[src/rtl/qmul_pkg.sv]
package qmul_pkg;
    localparam int QM_DATA_W = 8;
    localparam int QM_FRAC_W = 3;
    localparam int QM_PROD_W = 2 * QM_DATA_W;
endpackage

[src/rtl/qmul_widen_mult.sv]
module qmul_widen_mult #(
    parameter int W = 8
) (
    input  logic signed [W-1:0]   op_a,
    input  logic signed [W-1:0]   op_b,
    output logic signed [2*W-1:0] prod
);
    localparam int PW = 2 * W;

    logic signed [PW-1:0] wide_a;
    logic signed [PW-1:0] wide_b;

    always_comb begin
        wide_a = {{W{op_a[W-1]}}, op_a};
        wide_b = {{W{op_b[W-1]}}, op_b};
        prod   = wide_a * wide_b;
    end
endmodule

[src/rtl/qmul_round_scale.sv]
module qmul_round_scale #(
    parameter int PW = 16,
    parameter int F  = 3
) (
    input  logic signed [PW-1:0] prod,
    output logic signed [PW-1:0] scaled
);
    generate
        if (F == 0) begin : g_noscale
            assign scaled = prod;
        end else begin : g_scale
            localparam logic signed [PW-1:0] HALF_LSB = PW'(1) << (F - 1);
            logic signed [PW-1:0] biased;
            always_comb begin
                biased = prod + HALF_LSB;
                scaled = biased >>> F;
            end
        end
    endgenerate
endmodule

[src/rtl/qmul_clamp.sv]
module qmul_clamp #(
    parameter int PW = 16,
    parameter int W  = 8
) (
    input  logic signed [PW-1:0] scaled,
    output logic signed [W-1:0]  res,
    output logic                 clipped
);
    localparam logic signed [PW-1:0] TOP_V = {{(PW-W+1){1'b0}}, {(W-1){1'b1}}};
    localparam logic signed [PW-1:0] BOT_V = {{(PW-W+1){1'b1}}, {(W-1){1'b0}}};

    always_comb begin
        if (scaled > TOP_V) begin
            res     = {1'b0, {(W-1){1'b1}}};
            clipped = 1'b1;
        end else if (scaled < BOT_V) begin
            res     = {1'b1, {(W-1){1'b0}}};
            clipped = 1'b1;
        end else begin
            res     = scaled[W-1:0];
            clipped = 1'b0;
        end
    end
endmodule

[src/rtl/qfix_mul.sv]
module qfix_mul
    import qmul_pkg::*;
#(
    parameter int DATA_W  = QM_DATA_W,
    parameter int FRAC_W  = QM_FRAC_W,
    parameter bit OUT_REG = 1'b1
) (
    input  logic                     clk,
    input  logic                     rst,
    input  logic signed [DATA_W-1:0] a_in,
    input  logic signed [DATA_W-1:0] b_in,
    output logic signed [DATA_W-1:0] y_out,
    output logic                     sat_out
);
    localparam int PROD_W = 2 * DATA_W;

    logic signed [PROD_W-1:0] prod_full;
    logic signed [PROD_W-1:0] prod_scaled;
    logic signed [DATA_W-1:0] y_next;
    logic                     sat_next;

    qmul_widen_mult #(.W(DATA_W)) u_mult (
        .op_a (a_in),
        .op_b (b_in),
        .prod (prod_full)
    );

    qmul_round_scale #(.PW(PROD_W), .F(FRAC_W)) u_round (
        .prod   (prod_full),
        .scaled (prod_scaled)
    );

    qmul_clamp #(.PW(PROD_W), .W(DATA_W)) u_clamp (
        .scaled  (prod_scaled),
        .res     (y_next),
        .clipped (sat_next)
    );

    generate
        if (OUT_REG) begin : g_reg
            always_ff @(posedge clk) begin
                if (rst) begin
                    y_out   <= '0;
                    sat_out <= 1'b0;
                end else begin
                    y_out   <= y_next;
                    sat_out <= sat_next;
                end
            end
        end else begin : g_comb
            assign y_out   = y_next;
            assign sat_out = sat_next;
        end
    endgenerate
endmodule

[config.mk]
export PLATFORM = sky130hd
export DESIGN_NAME = qfix_mul
export DESIGN_NICKNAME = d
export VERILOG_FILES = /design/src/rtl/qmul_pkg.sv /design/src/rtl/qmul_widen_mult.sv /design/src/rtl/qmul_round_scale.sv /design/src/rtl/qmul_clamp.sv /design/src/rtl/qfix_mul.sv
export SDC_FILE = /design/constraint.sdc
export NUM_CORES = 1
export LEC_CHECK = 0
export ABC_AREA = 1
export ABC_CLOCK_PERIOD_IN_PS = 4280
export BUFFER_PORTS_ARGS = -buffer_cell sky130_fd_sc_hd__buf_2
export CAP_MARGIN = 20
export CORE_MARGIN = 3
export CORE_UTILIZATION = 56
export CTS_CLUSTER_DIAMETER = 200
export DETAILED_ROUTE_END_ITERATION = 7
export GPL_TIMING_DRIVEN = 1
export PLACE_DENSITY_LB_ADDON = 0.05
export SLEW_MARGIN = 40
export SYNTH_ARGS = -nofsm -noshare
export SYNTH_HDL_FRONTEND = slang
export SYNTH_SLANG_ARGS = --single-unit
[constraint.sdc]
create_clock -name clk -period 4.28 [get_ports clk]
set_input_delay 0.214 -clock clk [delete_from_list [all_inputs] [get_ports clk]]
set_output_delay 0.214 -clock clk [all_outputs]
set_load 0.005 [all_outputs]
# == Word level (Yosys, flattened, before mapping) ==
# Index checks and enable logic that the tools add are counted.
# classes
n_addsub,1
multipliers,1
div_mod_pow,0
order_cmp,2
n_eq_ne,0
shift,0
n_mux,4
bitwise_logic,0
reduce_logical,1
# ops
op,n
16-bit by 4-bit adder with 16-bit output (second input constant),1
8-bit by 8-bit multiplier with 16-bit output,1
13-bit by 8-bit greater-than comparator with 1-bit output (second input constant),1
13-bit by 8-bit less-than comparator with 1-bit output (second input constant),1
8-bit two-way mux,1
7-bit two-way mux,1
1-bit two-way mux,2
2-bit OR reduction,1
# word_totals
register_bits,9
latch_bits,0
ramBits,0
rom_bits,0
n_memories,0

# == Logic depth before layout (Yosys ltp) ==
# depth
depth_word,5
ltp_mapped,24
depth_no_buf,23

# == Modules after synthesis ==
# A second synthesis with hierarchy kept.
# hier_totals
hier_cells,517
area_unflattened_um2,3500.9
# modules_own_cells
mod,n_inst,cells_per_inst,area_per_inst_um2,seq_area_each_um2
qmul_widen_mult,1,398,2748.9,0.0
qmul_round_scale,1,60,359.1,0.0
qfix_mul,1,28,259.0,180.2
qmul_clamp,1,31,133.9,0.0

# == Least setup slack after synthesis ==
# Ideal clock, no wire load.
# synth_path
kind,input to register
start,in b_in[2]
end,reg y_out[0]
arrival_time_ns,4.313
path_slack_ns,-0.147
cell_stages,22
n_path_buf,1
cell_sequence,clkbuf_1 nand2_1 inv_1 fa_1 inv_1 fa_1 inv_1 fa_1 inv_1 fa_1 inv_1 ha_1 nand2_1 inv_1 a21oi_1 nand3_1 nand2_1 inv_1 nor2_1 nand3_2 a21oi_1 nor2_1
# synth_between
elab_chain_len,5
elab_cells_between_ends,6
cone_classes,add/sub (1); mul (1); order compare (2); mux (2)
# synth_rtl
element,line_no,source
"start, declared",qfix_mul.sv:11,"input logic signed [DATA_W-1:0] b_in,"
8-bit by 8-bit multiplier with 16-bit output (*),qmul_widen_mult.sv:16,prod = wide_a * wide_b;
16-bit by 4-bit adder with 16-bit output (*),qmul_round_scale.sv:15,biased = prod + HALF_LSB;
13-bit by 8-bit less-than comparator with 1-bit output,qmul_clamp.sv:16,end else if (scaled < BOT_V) begin
8-bit two-way mux,qmul_clamp.sv:16,
7-bit two-way mux (*),qmul_clamp.sv:13,if (scaled > TOP_V) begin
"end signal, assigned",qfix_mul.sv:46,y_out <= y_next;
"end, declared",qfix_mul.sv:12,"output logic signed [DATA_W-1:0] y_out,"
# Mark *: on every way between the ends. The rest lies on a longest branch, timed or not.
# A chain may end at the register's enable or synchronous reset.

# == Worst setup path in the final report ==
# layout_path
start,in a_in[7]
end,reg y_out[2]
# layout_between
elab_chain_len,5
elab_cells_between_ends,6
cone_classes,add/sub (1); mul (1); order compare (2); mux (2)
# layout_rtl
element,line_no,source
"start, declared",qfix_mul.sv:10,"input logic signed [DATA_W-1:0] a_in,"
8-bit by 8-bit multiplier with 16-bit output (*),qmul_widen_mult.sv:16,
16-bit by 4-bit adder with 16-bit output (*),qmul_round_scale.sv:15,
13-bit by 8-bit less-than comparator with 1-bit output,qmul_clamp.sv:16,
8-bit two-way mux,qmul_clamp.sv:16,
7-bit two-way mux (*),qmul_clamp.sv:13,
# Marks and branches as above.

==> results.sh <==
export IMPL_synth_area_um2=3240
export IMPL_clockBufferDepth=2
export IMPL_io_pins=27
export IMPL_p_total_w=0.00277
export IMPL_crit_top_cell="inv_1"
export IMPL_fmax_mhz=247
export IMPL_drc=0
export IMPL_grtUsageTotal=0.227
export IMPL_synth_edf_count=0
export IMPL_cts_buffers=3
export IMPL_worstPathMaxFanout=6
export IMPL_async_reset_ff_frac=0
export IMPL_wl_mm=6.52
export IMPL_hold_path_class="input port to flop"
export IMPL_syn_nets=568
export IMPL_cts_tree="done"
export IMPL_ys_ff_latch=9
export IMPL_rows=27
export IMPL_syn_instance_count=468
export IMPL_drive_gt1_frac=0.190
export IMPL_netlist_area_leader_share=0.346
export IMPL_critPathRequiredTime_ps=4410
export IMPL_netlist_top_cells_count="147 x inv_1, 130 x nand2_1, 56 x fa_1, 27 x nand3_1, 26 x ha_1"
export IMPL_maxSlewHeadroom=0.802
export IMPL_tightest_slew_ps=297
export IMPL_final_setup_tns_ps=0
export IMPL_root_buffer="clkbuf_8"
export IMPL_cp_arrival_ps=4180
export IMPL_ys_seq_area_frac=0.0556
export IMPL_cts_hold_buf=0
export IMPL_syn_avg_cell_area_um2=6.92
export IMPL_fin_area_um2=3790
export IMPL_hpwl_mm=5.84
export IMPL_yosysMostFrequentCell="inv_1"
export IMPL_status="completed"
export IMPL_dp_slack_ps=-99.0
export IMPL_grt_pass1_wl_mm=12.0
export IMPL_ir_drop_uv=470
export IMPL_start_util=0.585
export IMPL_vias=2776
export IMPL_cpPeakStageDelay_ps=580
export IMPL_drtIter0Drc=93
export IMPL_die_h_um=82.1
export IMPL_cp_slowest_cell="fa_2"
export IMPL_critPathKind="input port to flop"
export IMPL_synth_area_top_cells="fa_1 35%, inv_1 17%, nand2_1 15%"
export IMPL_die_width_um=82.1
export IMPL_core_um2=5540
export IMPL_report_final_hold_viol_count=0
export IMPL_yosys_warnings=0
export IMPL_first_global_vias=2875
export IMPL_final_nets=612
export IMPL_slew_viol_final=0
export IMPL_finalWeightedCongestion=0.853
export IMPL_setup_ws_ps=229
export IMPL_cp_cell_sequence="buf_2 -> nand2_4 -> inv_1 -> fa_2 -> inv_2 -> fa_1 -> inv_1 -> fa_1 -> inv_1 -> fa_1 -> inv_1 -> ha_4 -> nand2_2 -> inv_1 -> a21oi_2 -> nand3_1 -> nand2_2 -> inv_1 -> nor2_4 -> nand3_4 -> a21oi_1 -> nor2_1"
export IMPL_ys_flop_type="dfxtp_1"
export IMPL_critPathLaunch="a_in[7]"
export IMPL_antenna_found_initial=0
export IMPL_clock_sinks=9
export IMPL_cp_start_kind="input port"
export IMPL_syn_to_final_growth_pct=17.0
export IMPL_grt_ovfl_total=0
export IMPL_power_density_nw_per_um2=730
export IMPL_die_area_um2=6730
export IMPL_wl_per_cell_um=11.2
export IMPL_clk_pin_slew_ps=40
export IMPL_path_buf_inv=8
export IMPL_drv_cap=0
export IMPL_grt_max_degree=9
export IMPL_fin_util=0.684
export IMPL_endpoint_kind="flop"
export IMPL_fin_crit_ps=4050
export IMPL_vias_per_cell=4.76
export IMPL_first_pass_iters=4
export IMPL_io_buffers=26
export IMPL_synthDistinctLibCells=25
export IMPL_setup_viol=0
export IMPL_diodes=0
export IMPL_htree_levels=1
export IMPL_placed_cell_area_um2=3620
export IMPL_leakage_nw=2.32
export IMPL_synth_top_cell_by_area="fa_1"
export IMPL_cp_top_family="adder cells"
export IMPL_hold_path_startpoint="rst"
export IMPL_ant_nets=0
export IMPL_fin_crit_sh=0.946
==> path summary, 6_finish.rpt <==
path	endpoint	slack, ps	cells past startpoint
setup / recovery	y_out[2]	230	22
hold / removal	y_out[7]	180	2
==> registers in the layout, indices dropped and copies added (netlist names) <==
signal,cells
y_out,8
sat_out,1
==> area by class of cell <==
type / count / area [um2]
Multi-Input combinational cell: 300 / 2610
Fill cell: 517 / 1750
Inverter: 148 / 556
Timing Repair Buffer: 50 / 310
Sequential cell: 9 / 180
Tap cell: 72 / 90.1
Clock buffer: 4 / 45.0
==> cells by family after synthesis <==
group                      synth area share
adders and majority gates             0.447
and+or+nand+nor                       0.269
DFF                                  0.0556
AOI/OAI and AO/OA                    0.0259
xor gates and xnor gates             0.0189
buffers and inverters                 0.184
==> layer usage <==
layer,track usage,part of all wire
met1,0.282,0.43
met2,0.425,0.52
met3,0.0175,0.035
met4,0.0498,0.020
met5,0,0
==> power by group <==
group	switching, W	leakage [nW]	internal (W)
Combinational	0.00147	2.22	0.00107
Clock	0.0000328	0.0228	0.0000648
Sequential	0.00000656	0.0752	0.000129
==> cell usage in the layout (no fill, tap or decap), drive strengths merged <==
cell,count
xor2,3
fa,56
a21oi,9
clkbuf,4
dfxtp,9
ha,26
nand3b,1
buf,50
o21bai,1
nand3,34
or2,2
nor2,21
inv,148
xnor2,4
nand4,3
o21ai,4
nand2,136
==> through the flow <==
step | hold slack, ps | cells
2_1_floorplan | 286 | 468
3_3_place_gp | 414 | 579
3_5_place_dp | 419 | 579
4_1_cts | 177 | 583
5_1_grt | 200 | 583
6_report | 176 | 583
==> what timing repair did <==
action                                  in CTS  in global routing
gates resized for setup                      0                 25
endpoints found under the setup margin       0                  8
setup buffers                                0                  0
hold endpoints to repair                     0                  0
No activity file was read; power rests on OpenSTA's default activity.
